--- src/rtl/mesi_coh_pkg.sv ---
package mesi_coh_pkg;
  typedef enum logic [1:0] {ST_I = 2'd0, ST_S = 2'd1, ST_E = 2'd2, ST_M = 2'd3} mesi_e;
  typedef enum logic [1:0] {BC_RD = 2'd0, BC_RDX = 2'd1, BC_UPG = 2'd2, BC_WB = 2'd3} bus_cmd_e;
  typedef enum logic {FS_IDLE = 1'b0, FS_BUSY = 1'b1} fsm_e;

  // state left behind by a snoop hit
  function automatic mesi_e snoop_next(input mesi_e cur, input logic itw);
    if (cur == ST_I || itw) return ST_I;
    return ST_S;
  endfunction
endpackage

--- src/rtl/mesi_tag_store.sv ---
module mesi_tag_store
  import mesi_coh_pkg::*;
#(
  parameter int IDX_W = 4,
  parameter int TAG_W = 12
) (
  input  logic             clk_i,
  input  logic             rst_ni,
  input  logic [IDX_W-1:0] prc_ridx_i,
  output mesi_e            prc_rstate_o,
  output logic [TAG_W-1:0] prc_rtag_o,
  input  logic [IDX_W-1:0] snp_ridx_i,
  output mesi_e            snp_rstate_o,
  output logic [TAG_W-1:0] snp_rtag_o,
  input  logic             prc_we_i,
  input  logic [IDX_W-1:0] prc_widx_i,
  input  mesi_e            prc_wstate_i,
  input  logic [TAG_W-1:0] prc_wtag_i,
  input  logic             snp_we_i,
  input  logic [IDX_W-1:0] snp_widx_i,
  input  mesi_e            snp_wstate_i
);
  localparam int NUM_LINES = 1 << IDX_W;

  mesi_e            st_q  [NUM_LINES];
  logic [TAG_W-1:0] tag_q [NUM_LINES];

  for (genvar g = 0; g < NUM_LINES; g++) begin : g_line
    always_ff @(posedge clk_i or negedge rst_ni) begin
      if (!rst_ni) begin
        st_q[g]  <= ST_I;
        tag_q[g] <= '0;
      end else if (snp_we_i && snp_widx_i == IDX_W'(g)) begin
        st_q[g] <= snp_wstate_i;
      end else if (prc_we_i && prc_widx_i == IDX_W'(g)) begin
        st_q[g]  <= prc_wstate_i;
        tag_q[g] <= prc_wtag_i;
      end
    end
  end

  assign prc_rstate_o = st_q[prc_ridx_i];
  assign prc_rtag_o   = tag_q[prc_ridx_i];
  assign snp_rstate_o = st_q[snp_ridx_i];
  assign snp_rtag_o   = tag_q[snp_ridx_i];
endmodule

--- src/rtl/mesi_snoop_unit.sv ---
module mesi_snoop_unit
  import mesi_coh_pkg::*;
#(
  parameter int TAG_W = 12
) (
  input  logic             snp_valid_i,
  input  logic             snp_itw_i,
  input  logic [TAG_W-1:0] snp_tag_i,
  input  mesi_e            line_state_i,
  input  logic [TAG_W-1:0] line_tag_i,
  output logic             shared_o,
  output logic             flush_o,
  output logic             upd_en_o,
  output mesi_e            upd_state_o
);
  logic hit;

  always_comb begin
    hit         = snp_valid_i && (line_state_i != ST_I) && (line_tag_i == snp_tag_i);
    shared_o    = hit;
    flush_o     = hit && (line_state_i == ST_M);
    upd_en_o    = hit;
    upd_state_o = snoop_next(line_state_i, snp_itw_i);
  end
endmodule

--- src/rtl/mesi_req_fsm.sv ---
module mesi_req_fsm
  import mesi_coh_pkg::*;
#(
  parameter int ADDR_W = 16,
  parameter int IDX_W  = 4,
  localparam int TAG_W = ADDR_W - IDX_W
) (
  input  logic              clk_i,
  input  logic              rst_ni,
  input  logic              req_valid_i,
  input  logic              req_write_i,
  input  logic [ADDR_W-1:0] req_addr_i,
  input  logic              snp_block_i,
  output logic              req_ready_o,
  output logic              rsp_valid_o,
  output logic              rsp_hit_o,
  output logic              bus_req_o,
  output bus_cmd_e          bus_cmd_o,
  output logic [ADDR_W-1:0] bus_addr_o,
  input  logic              bus_gnt_i,
  input  logic              bus_shared_i,
  output logic [IDX_W-1:0]  lookup_idx_o,
  input  mesi_e             line_state_i,
  input  logic [TAG_W-1:0]  line_tag_i,
  output logic              wr_en_o,
  output logic [IDX_W-1:0]  wr_idx_o,
  output mesi_e             wr_state_o,
  output logic [TAG_W-1:0]  wr_tag_o
);
  fsm_e              fsm_q;
  logic              lat_write_q;
  logic [ADDR_W-1:0] lat_addr_q;
  logic              rsp_valid_q, rsp_hit_q;

  logic              busy, cur_write, line_hit, need_bus, accept, grant, done;
  logic [ADDR_W-1:0] cur_addr;
  logic [IDX_W-1:0]  cur_idx;
  logic [TAG_W-1:0]  cur_tag;
  bus_cmd_e          cmd;

  always_comb begin
    busy      = (fsm_q == FS_BUSY);
    cur_write = busy ? lat_write_q : req_write_i;
    cur_addr  = busy ? lat_addr_q : req_addr_i;
    cur_idx   = cur_addr[IDX_W-1:0];
    cur_tag   = cur_addr[ADDR_W-1:IDX_W];
    line_hit  = (line_state_i != ST_I) && (line_tag_i == cur_tag);

    // command derived from the live line state every cycle
    need_bus = 1'b1;
    cmd      = BC_RD;
    if (!line_hit && line_state_i == ST_M) cmd = BC_WB;
    else if (cur_write) begin
      if (line_hit && line_state_i == ST_S) cmd = BC_UPG;
      else if (line_hit) need_bus = 1'b0;
      else cmd = BC_RDX;
    end else if (line_hit) need_bus = 1'b0;

    req_ready_o = !busy && !snp_block_i;
    accept      = req_valid_i && req_ready_o;
    grant       = busy && bus_gnt_i;

    wr_en_o    = 1'b0;
    wr_idx_o   = cur_idx;
    wr_state_o = line_state_i;
    wr_tag_o   = cur_tag;
    if (accept && !need_bus && cur_write) begin
      wr_en_o    = 1'b1;
      wr_state_o = ST_M;
    end
    if (grant) begin
      wr_en_o = 1'b1;
      unique case (cmd)
        BC_WB:  begin wr_state_o = ST_I; wr_tag_o = line_tag_i; end
        BC_RD:  wr_state_o = bus_shared_i ? ST_S : ST_E;
        default: wr_state_o = ST_M;
      endcase
    end
    done = (accept && !need_bus) || (grant && cmd != BC_WB);
  end

  assign lookup_idx_o = cur_idx;
  assign bus_req_o    = busy;
  assign bus_cmd_o    = cmd;
  assign bus_addr_o   = (cmd == BC_WB) ? {line_tag_i, cur_idx} : cur_addr;
  assign rsp_valid_o  = rsp_valid_q;
  assign rsp_hit_o    = rsp_hit_q;

  always_ff @(posedge clk_i or negedge rst_ni) begin
    if (!rst_ni) begin
      fsm_q       <= FS_IDLE;
      lat_write_q <= 1'b0;
      lat_addr_q  <= '0;
      rsp_valid_q <= 1'b0;
      rsp_hit_q   <= 1'b0;
    end else begin
      rsp_valid_q <= done;
      rsp_hit_q   <= accept && !need_bus;
      if (!busy) begin
        if (accept && need_bus) begin
          fsm_q       <= FS_BUSY;
          lat_write_q <= req_write_i;
          lat_addr_q  <= req_addr_i;
        end
      end else if (grant && cmd != BC_WB) begin
        fsm_q <= FS_IDLE;
      end
    end
  end
endmodule

--- src/rtl/mesi_line_ctrl.sv ---
module mesi_line_ctrl
  import mesi_coh_pkg::*;
#(
  parameter int ADDR_W = 16,
  parameter int IDX_W  = 4
) (
  input  logic              clk_i,
  input  logic              rst_ni,
  input  logic              req_valid_i,
  input  logic              req_write_i,
  input  logic [ADDR_W-1:0] req_addr_i,
  output logic              req_ready_o,
  output logic              rsp_valid_o,
  output logic              rsp_hit_o,
  output logic              bus_req_o,
  output logic [1:0]        bus_cmd_o,
  output logic [ADDR_W-1:0] bus_addr_o,
  input  logic              bus_gnt_i,
  input  logic              bus_shared_i,
  input  logic              snp_valid_i,
  input  logic              snp_itw_i,
  input  logic [ADDR_W-1:0] snp_addr_i,
  output logic              snp_shared_o,
  output logic              snp_flush_o
);
  localparam int TAG_W = ADDR_W - IDX_W;

  logic [IDX_W-1:0] lookup_idx, snp_idx;
  logic [TAG_W-1:0] snp_tag;
  mesi_e            prc_state, snp_state, wr_state, snp_upd_state;
  logic [TAG_W-1:0] prc_tag, snp_line_tag, wr_tag;
  logic [IDX_W-1:0] wr_idx;
  logic             wr_en, snp_upd_en, snp_block;
  bus_cmd_e         cmd;

  assign snp_idx   = snp_addr_i[IDX_W-1:0];
  assign snp_tag   = snp_addr_i[ADDR_W-1:IDX_W];
  assign snp_block = snp_valid_i && (snp_idx == req_addr_i[IDX_W-1:0]);
  assign bus_cmd_o = cmd;

  mesi_tag_store #(.IDX_W(IDX_W), .TAG_W(TAG_W)) u_store (
    .clk_i        (clk_i),
    .rst_ni       (rst_ni),
    .prc_ridx_i   (lookup_idx),
    .prc_rstate_o (prc_state),
    .prc_rtag_o   (prc_tag),
    .snp_ridx_i   (snp_idx),
    .snp_rstate_o (snp_state),
    .snp_rtag_o   (snp_line_tag),
    .prc_we_i     (wr_en),
    .prc_widx_i   (wr_idx),
    .prc_wstate_i (wr_state),
    .prc_wtag_i   (wr_tag),
    .snp_we_i     (snp_upd_en),
    .snp_widx_i   (snp_idx),
    .snp_wstate_i (snp_upd_state)
  );

  mesi_snoop_unit #(.TAG_W(TAG_W)) u_snoop (
    .snp_valid_i  (snp_valid_i),
    .snp_itw_i    (snp_itw_i),
    .snp_tag_i    (snp_tag),
    .line_state_i (snp_state),
    .line_tag_i   (snp_line_tag),
    .shared_o     (snp_shared_o),
    .flush_o      (snp_flush_o),
    .upd_en_o     (snp_upd_en),
    .upd_state_o  (snp_upd_state)
  );

  mesi_req_fsm #(.ADDR_W(ADDR_W), .IDX_W(IDX_W)) u_fsm (
    .clk_i        (clk_i),
    .rst_ni       (rst_ni),
    .req_valid_i  (req_valid_i),
    .req_write_i  (req_write_i),
    .req_addr_i   (req_addr_i),
    .snp_block_i  (snp_block),
    .req_ready_o  (req_ready_o),
    .rsp_valid_o  (rsp_valid_o),
    .rsp_hit_o    (rsp_hit_o),
    .bus_req_o    (bus_req_o),
    .bus_cmd_o    (cmd),
    .bus_addr_o   (bus_addr_o),
    .bus_gnt_i    (bus_gnt_i),
    .bus_shared_i (bus_shared_i),
    .lookup_idx_o (lookup_idx),
    .line_state_i (prc_state),
    .line_tag_i   (prc_tag),
    .wr_en_o      (wr_en),
    .wr_idx_o     (wr_idx),
    .wr_state_o   (wr_state),
    .wr_tag_o     (wr_tag)
  );
endmodule

--- config.mk ---
export PLATFORM = sky130hd
export DESIGN_NAME = mesi_line_ctrl
export DESIGN_NICKNAME = d
export VERILOG_FILES = /design/src/rtl/mesi_coh_pkg.sv /design/src/rtl/mesi_tag_store.sv /design/src/rtl/mesi_snoop_unit.sv /design/src/rtl/mesi_req_fsm.sv /design/src/rtl/mesi_line_ctrl.sv
export SDC_FILE = /design/constraint.sdc
export NUM_CORES = 1
export LEC_CHECK = 0
export ABC_AREA = 1
export ABC_CLOCK_PERIOD_IN_PS = 4600
export BUFFER_PORTS_ARGS = -buffer_cell sky130_fd_sc_hd__buf_4
export CORE_ASPECT_RATIO = 1.75
export CORE_MARGIN = 2
export CORE_UTILIZATION = 42
export CTS_CLUSTER_SIZE = 24
export DETAILED_ROUTE_END_ITERATION = 10
export PLACE_DENSITY = 0.57
export SYNTH_ARGS = -nofsm -noshare
export SYNTH_HDL_FRONTEND = slang
export SYNTH_SLANG_ARGS = --single-unit
--- constraint.sdc ---
create_clock -name clk_i -period 4.6 [get_ports clk_i]
set_input_delay 1.15 -clock clk_i [delete_from_list [all_inputs] [get_ports clk_i]]
set_output_delay 1.15 -clock clk_i [all_outputs]
set_load 0.005 [all_outputs]
==> flow_summary_export.csv <==
group,metric,value,unit
clocking,clk_pin_slew,0.06,ns
yosys,syn-instance-count,2215,
cells_and_area,antenna-diode-count,0,
critical_path,worst_setup_path_start_kind,"register",
clocking,clock_path_buffers,3,
clocking,clock_sink_count,244,
global_routing,grt_pass1_vias,16150,
yosys,yosys.cell_count.top_type,"sky130_fd_sc_hd__nand2_1",
yosys,yosys.area.top_type_share,39.94,%
min_path,min_from,"u_fsm.lat_addr_q[8]",
timing,final.hold.worst_slack,0.4883,ns
timing,worst_slew_margin_rel,35.22,%
critical_path,cp.arrival,3.57,ns
timing,min_period,4.725,ns
min_path,hold_path_end,"u_fsm.lat_addr_q[8]",
clocking,h-tree-depth,1,
critical_path,worst_path_largest_cell_delay,0.50,ns
cells_and_area,num-nets-final,2498,
critical_path,cp.required,3.45,ns
floorplanning,dieWidth,148.2,um
clocking,clkLatencyLatePin,0.58,ns
yosys,synth_top_family_by_area,"simple AND/OR/NAND/NOR gates",
critical_path,r2r_end,"u_store.tag_q[36]",
pwr,total_power,16380,uW
timing,final-hold-violation-count,0,
yosys,post_synth_mux_area_share,0.2946,%
critical_path,endpoint_kind,"primary output",
pwr,p_leak,0.01021,uW
pwr,pwr_density_cell,792.1,nW/um^2
clocking,clock_tree.root_cell,"sky130_fd_sc_hd__clkbuf_16",
cells_and_area,area_of_the_multi_input_gates,8314,sq um
flow_run,max_cap_violations,0,
route,detail_route.drc_violations,0,
floorplanning,start_util,42.57,%
yosys,synth.cell_area,15290,sq um
yosys,synth_async_sr_flop_share,100.0,%
timing,clock_skew,0.02740,ns
timing,setup_slack_of_the_critical_path_after_layout,-0.1250,ns
floorplanning,dieHeight,256.4,um
yosys,synth-adder-area-share,0,%
placed_design,gp_congestion,0.9497,
yosys,synth-compound-area-share,16.79,%
yosys,yosysSeqAreaShare,39.94,%
placed_design,dp_hpwl,39190,um
yosys,post_synthesis_average_cell_area,6.902,sq um
min_path,hold_path.class,"reg -> reg",
yosys,synth_commonest_cells,"sky130_fd_sc_hd__nand2_1 (875), sky130_fd_sc_hd__inv_1 (255), sky130_fd_sc_hd__dfrtp_1 (244)",
timing,tcrit_tclk_final,102.7,%
critical_path,worst_reg2reg_path_startpoint,"u_fsm.bus_req_o",
floorplanning,boundaryPins,64,
yosys,post_synth_and_or_nand_nor_area_fraction,31.55,%
route,detail_route.wirelength,61340,um
cells_and_area,num-fill-cells,3286,
global_routing,grt_pass1_wl,93070,um
clocking,cts_hold_buffers_added,0,
cells_and_area,post_route_cells_drive_above_1_share,24.56,%
critical_path,crit_type,"reg -> out",
outcome,run_status,"finished, violations left",
timing,timing.final.max_slew_violations,0,
global_routing,maximum_number_of_pins_on_one_net_before_global_route_repair,115,
yosys,ys.flop_type,"sky130_fd_sc_hd__dfrtp_1",
pwr,ir_worst_vdd,0.3582,mV
cells_and_area,final-seq-area,6107,sq um
yosys,yosys_warnings,0,
timing,fmax,0.2116,GHz
cells_and_area,layout-area-overhead-vs-synth,35.26,%
floorplanning,core_region_area,35910,sq um
floorplanning,number_of_rows_in_the_core_area,92,
critical_path,crit_path_max_fanout,17,
critical_path,ff2ff_path_depth,31,
route,drt-initial-drc-count,1367,
clocking,cts-buffers-inserted,26,
global_routing,antenna_violations_before_repair,2,
timing,worst-slew-pin-transition,0.9717,ns
critical_path,crit_top_cell,"sky130_fd_sc_hd__buf_12",
critical_path,crit_slowest_cell,"sky130_fd_sc_hd__dfrtp_2",
yosys,synthTopCellsByArea,"sky130_fd_sc_hd__dfrtp_1 (40%), sky130_fd_sc_hd__nand2_1 (21%), sky130_fd_sc_hd__o21ai_0 (7.0%), sky130_fd_sc_hd__inv_1 (6.3%), sky130_fd_sc_hd__a22oi_1 (3.4%)",
critical_path,r2r_setup_slack,0.57,ns
yosys,synth_nets,2255,
route,routed_via_count,16420,
critical_path,timing.critical_path.cells,"buf_12, o21ai_4, inv_2, nor2_4, buf_6, buf_8, nand2_1, nand2_2, buf_12, nor3_4, nor2_4, nand2_1, nor2_2, nand3_2, nand2_4, buf_12, buf_16, o21ai_4, inv_2, buf_6",
placed_design,buffers_on_ports,63,
route,routedWlPerCell,20.82,um
timing,rsz0062_at_grt,"yes",
yosys,synth_top_area_cell,"sky130_fd_sc_hd__dfrtp_1",
route,routed_via_density,5.573,
timing,final.setup.tns,-1.167,ns
global_routing,aggregate_global_routing_overflow,0,
yosys,yosys.area_share.xor_xnor,0.4583,%
outcome,violations,"setup timing",
min_path,hold-path-cell-count,2,
yosys,yosysUniqueCellTypes,42,
floorplanning,design.die.area,38000,sq um
timing,finalSetupViolCount,15,
yosys,synth_edf_count,0,
global_routing,grt_usage,31.82,%
yosys,synth-seq-cells,244,
clocking,tritoncts,"yes",
route,firstDrtPassIters,6,
route,detail-route-antenna-nets,0,
## sequential cells by signal, indices dropped and copies added (netlist names)
name and count:
u_fsm.bus_req_o 1, u_fsm.lat_addr_q 16, u_fsm.lat_write_q 1, u_fsm.rsp_hit_o 1, u_fsm.rsp_valid_o 1, u_store.st_q 32, u_store.tag_q 192
## per-layer routing
metal	up-vias	GRT usage [%]	share of wire, %
met5	-	0	0
met4	0	18.62	6.6
met3	228	4.626	8.3
met2	868	52.60	47
met1	7727	39.28	38
li1	7594	-	-
## cell type report
cell class | count | share of cell area (%)
well taps | 470 | 2.844
clock inverters | 7 | 0.3630
multi-input cells | 1582 | 40.20
repair buffers | 344 | 18.54
inverters | 260 | 4.846
flip-flops and latches | 244 | 29.53
clock buffers | 39 | 3.673
## how the worst max path moves through the flow
| stage | slack, ns | cells after the start | from | endpoint |
|---|---|---|---|---|
| global route | -0.20 | 17 | snp_addr_i[0] | snp_flush_o |
| floorplan | 0.18 | 12 | snp_addr_i[1] | snp_flush_o |
| detailed placement | -0.79 | 21 | req_addr_i[1] | bus_addr_o[7] |
| finish | -0.12 | 20 | u_fsm.bus_req_o | bus_addr_o[7] |
| global placement | -0.78 | 21 | req_addr_i[1] | bus_addr_o[7] |
| CTS | -0.06 | 25 | req_addr_i[0] | bus_addr_o[4] |
## cell usage in the layout (no fill, tap or decap), types with 27 or more instances in the layout
cell type / instances
sky130_fd_sc_hd__o21ai_0: 196
sky130_fd_sc_hd__nand3_1: 55
sky130_fd_sc_hd__buf_4: 228
sky130_fd_sc_hd__buf_6: 28
sky130_fd_sc_hd__o221ai_1: 48
sky130_fd_sc_hd__nor2_4: 27
sky130_fd_sc_hd__a22oi_1: 45
sky130_fd_sc_hd__nand2_1: 826
sky130_fd_sc_hd__nor2_1: 65
sky130_fd_sc_hd__inv_1: 238
sky130_fd_sc_hd__clkbuf_16: 30
sky130_fd_sc_hd__nand4_1: 27
sky130_fd_sc_hd__dfrtp_1: 243
sky130_fd_sc_hd__o21ai_1: 67
sky130_fd_sc_hd__nand2_2: 34
sky130_fd_sc_hd__nand3b_1: 33
sky130_fd_sc_hd__buf_12: 73
## worst max-delay path, delay by kind of cell (launching register included)
kind            cells  cell delay (ns)
simple gates        9             1.03
buf+inv             9             1.10
flops               1             0.50
compound gates      2             0.37
## power by group
| group | internal [uW] | leakage, uW | switching [uW] |
|---|---|---|---|
| Sequential | 3160 | 0.00288 | 587 |
| Clock | 1200 | 0.000413 | 933 |
| Combinational | 4460 | 0.00692 | 6040 |
## per-stage QoR
stage                     instances  util (%)  setup WS (ns)  cell area [sq um]
final                          2946     57.58        -0.1250              20680
after global routing           2946     57.58        -0.2009              20680
after CTS                      2931     56.24       -0.05720              20200
after detailed placement       2818     49.58        -0.7855              17810
after global placement         2818     49.58        -0.7779              17810
after floorplan                2215         -         0.1800              15290
## kinds of logic after synthesis
kind of cell	count (synthesis)
simple gates	1144
mux	4
xor+xnor	8
flops	244
compound gates	425
buf+inv	390
## timing repair
item / 4_1_cts / 5_1_grt
pin swaps: 65 / 89
endpoints found under the setup margin: 16 / 16
gates resized for setup: 201 / 110
setup buffers: 57 / 20
gates cloned: 11 / 5
Power figures use the tool's default switching activity.
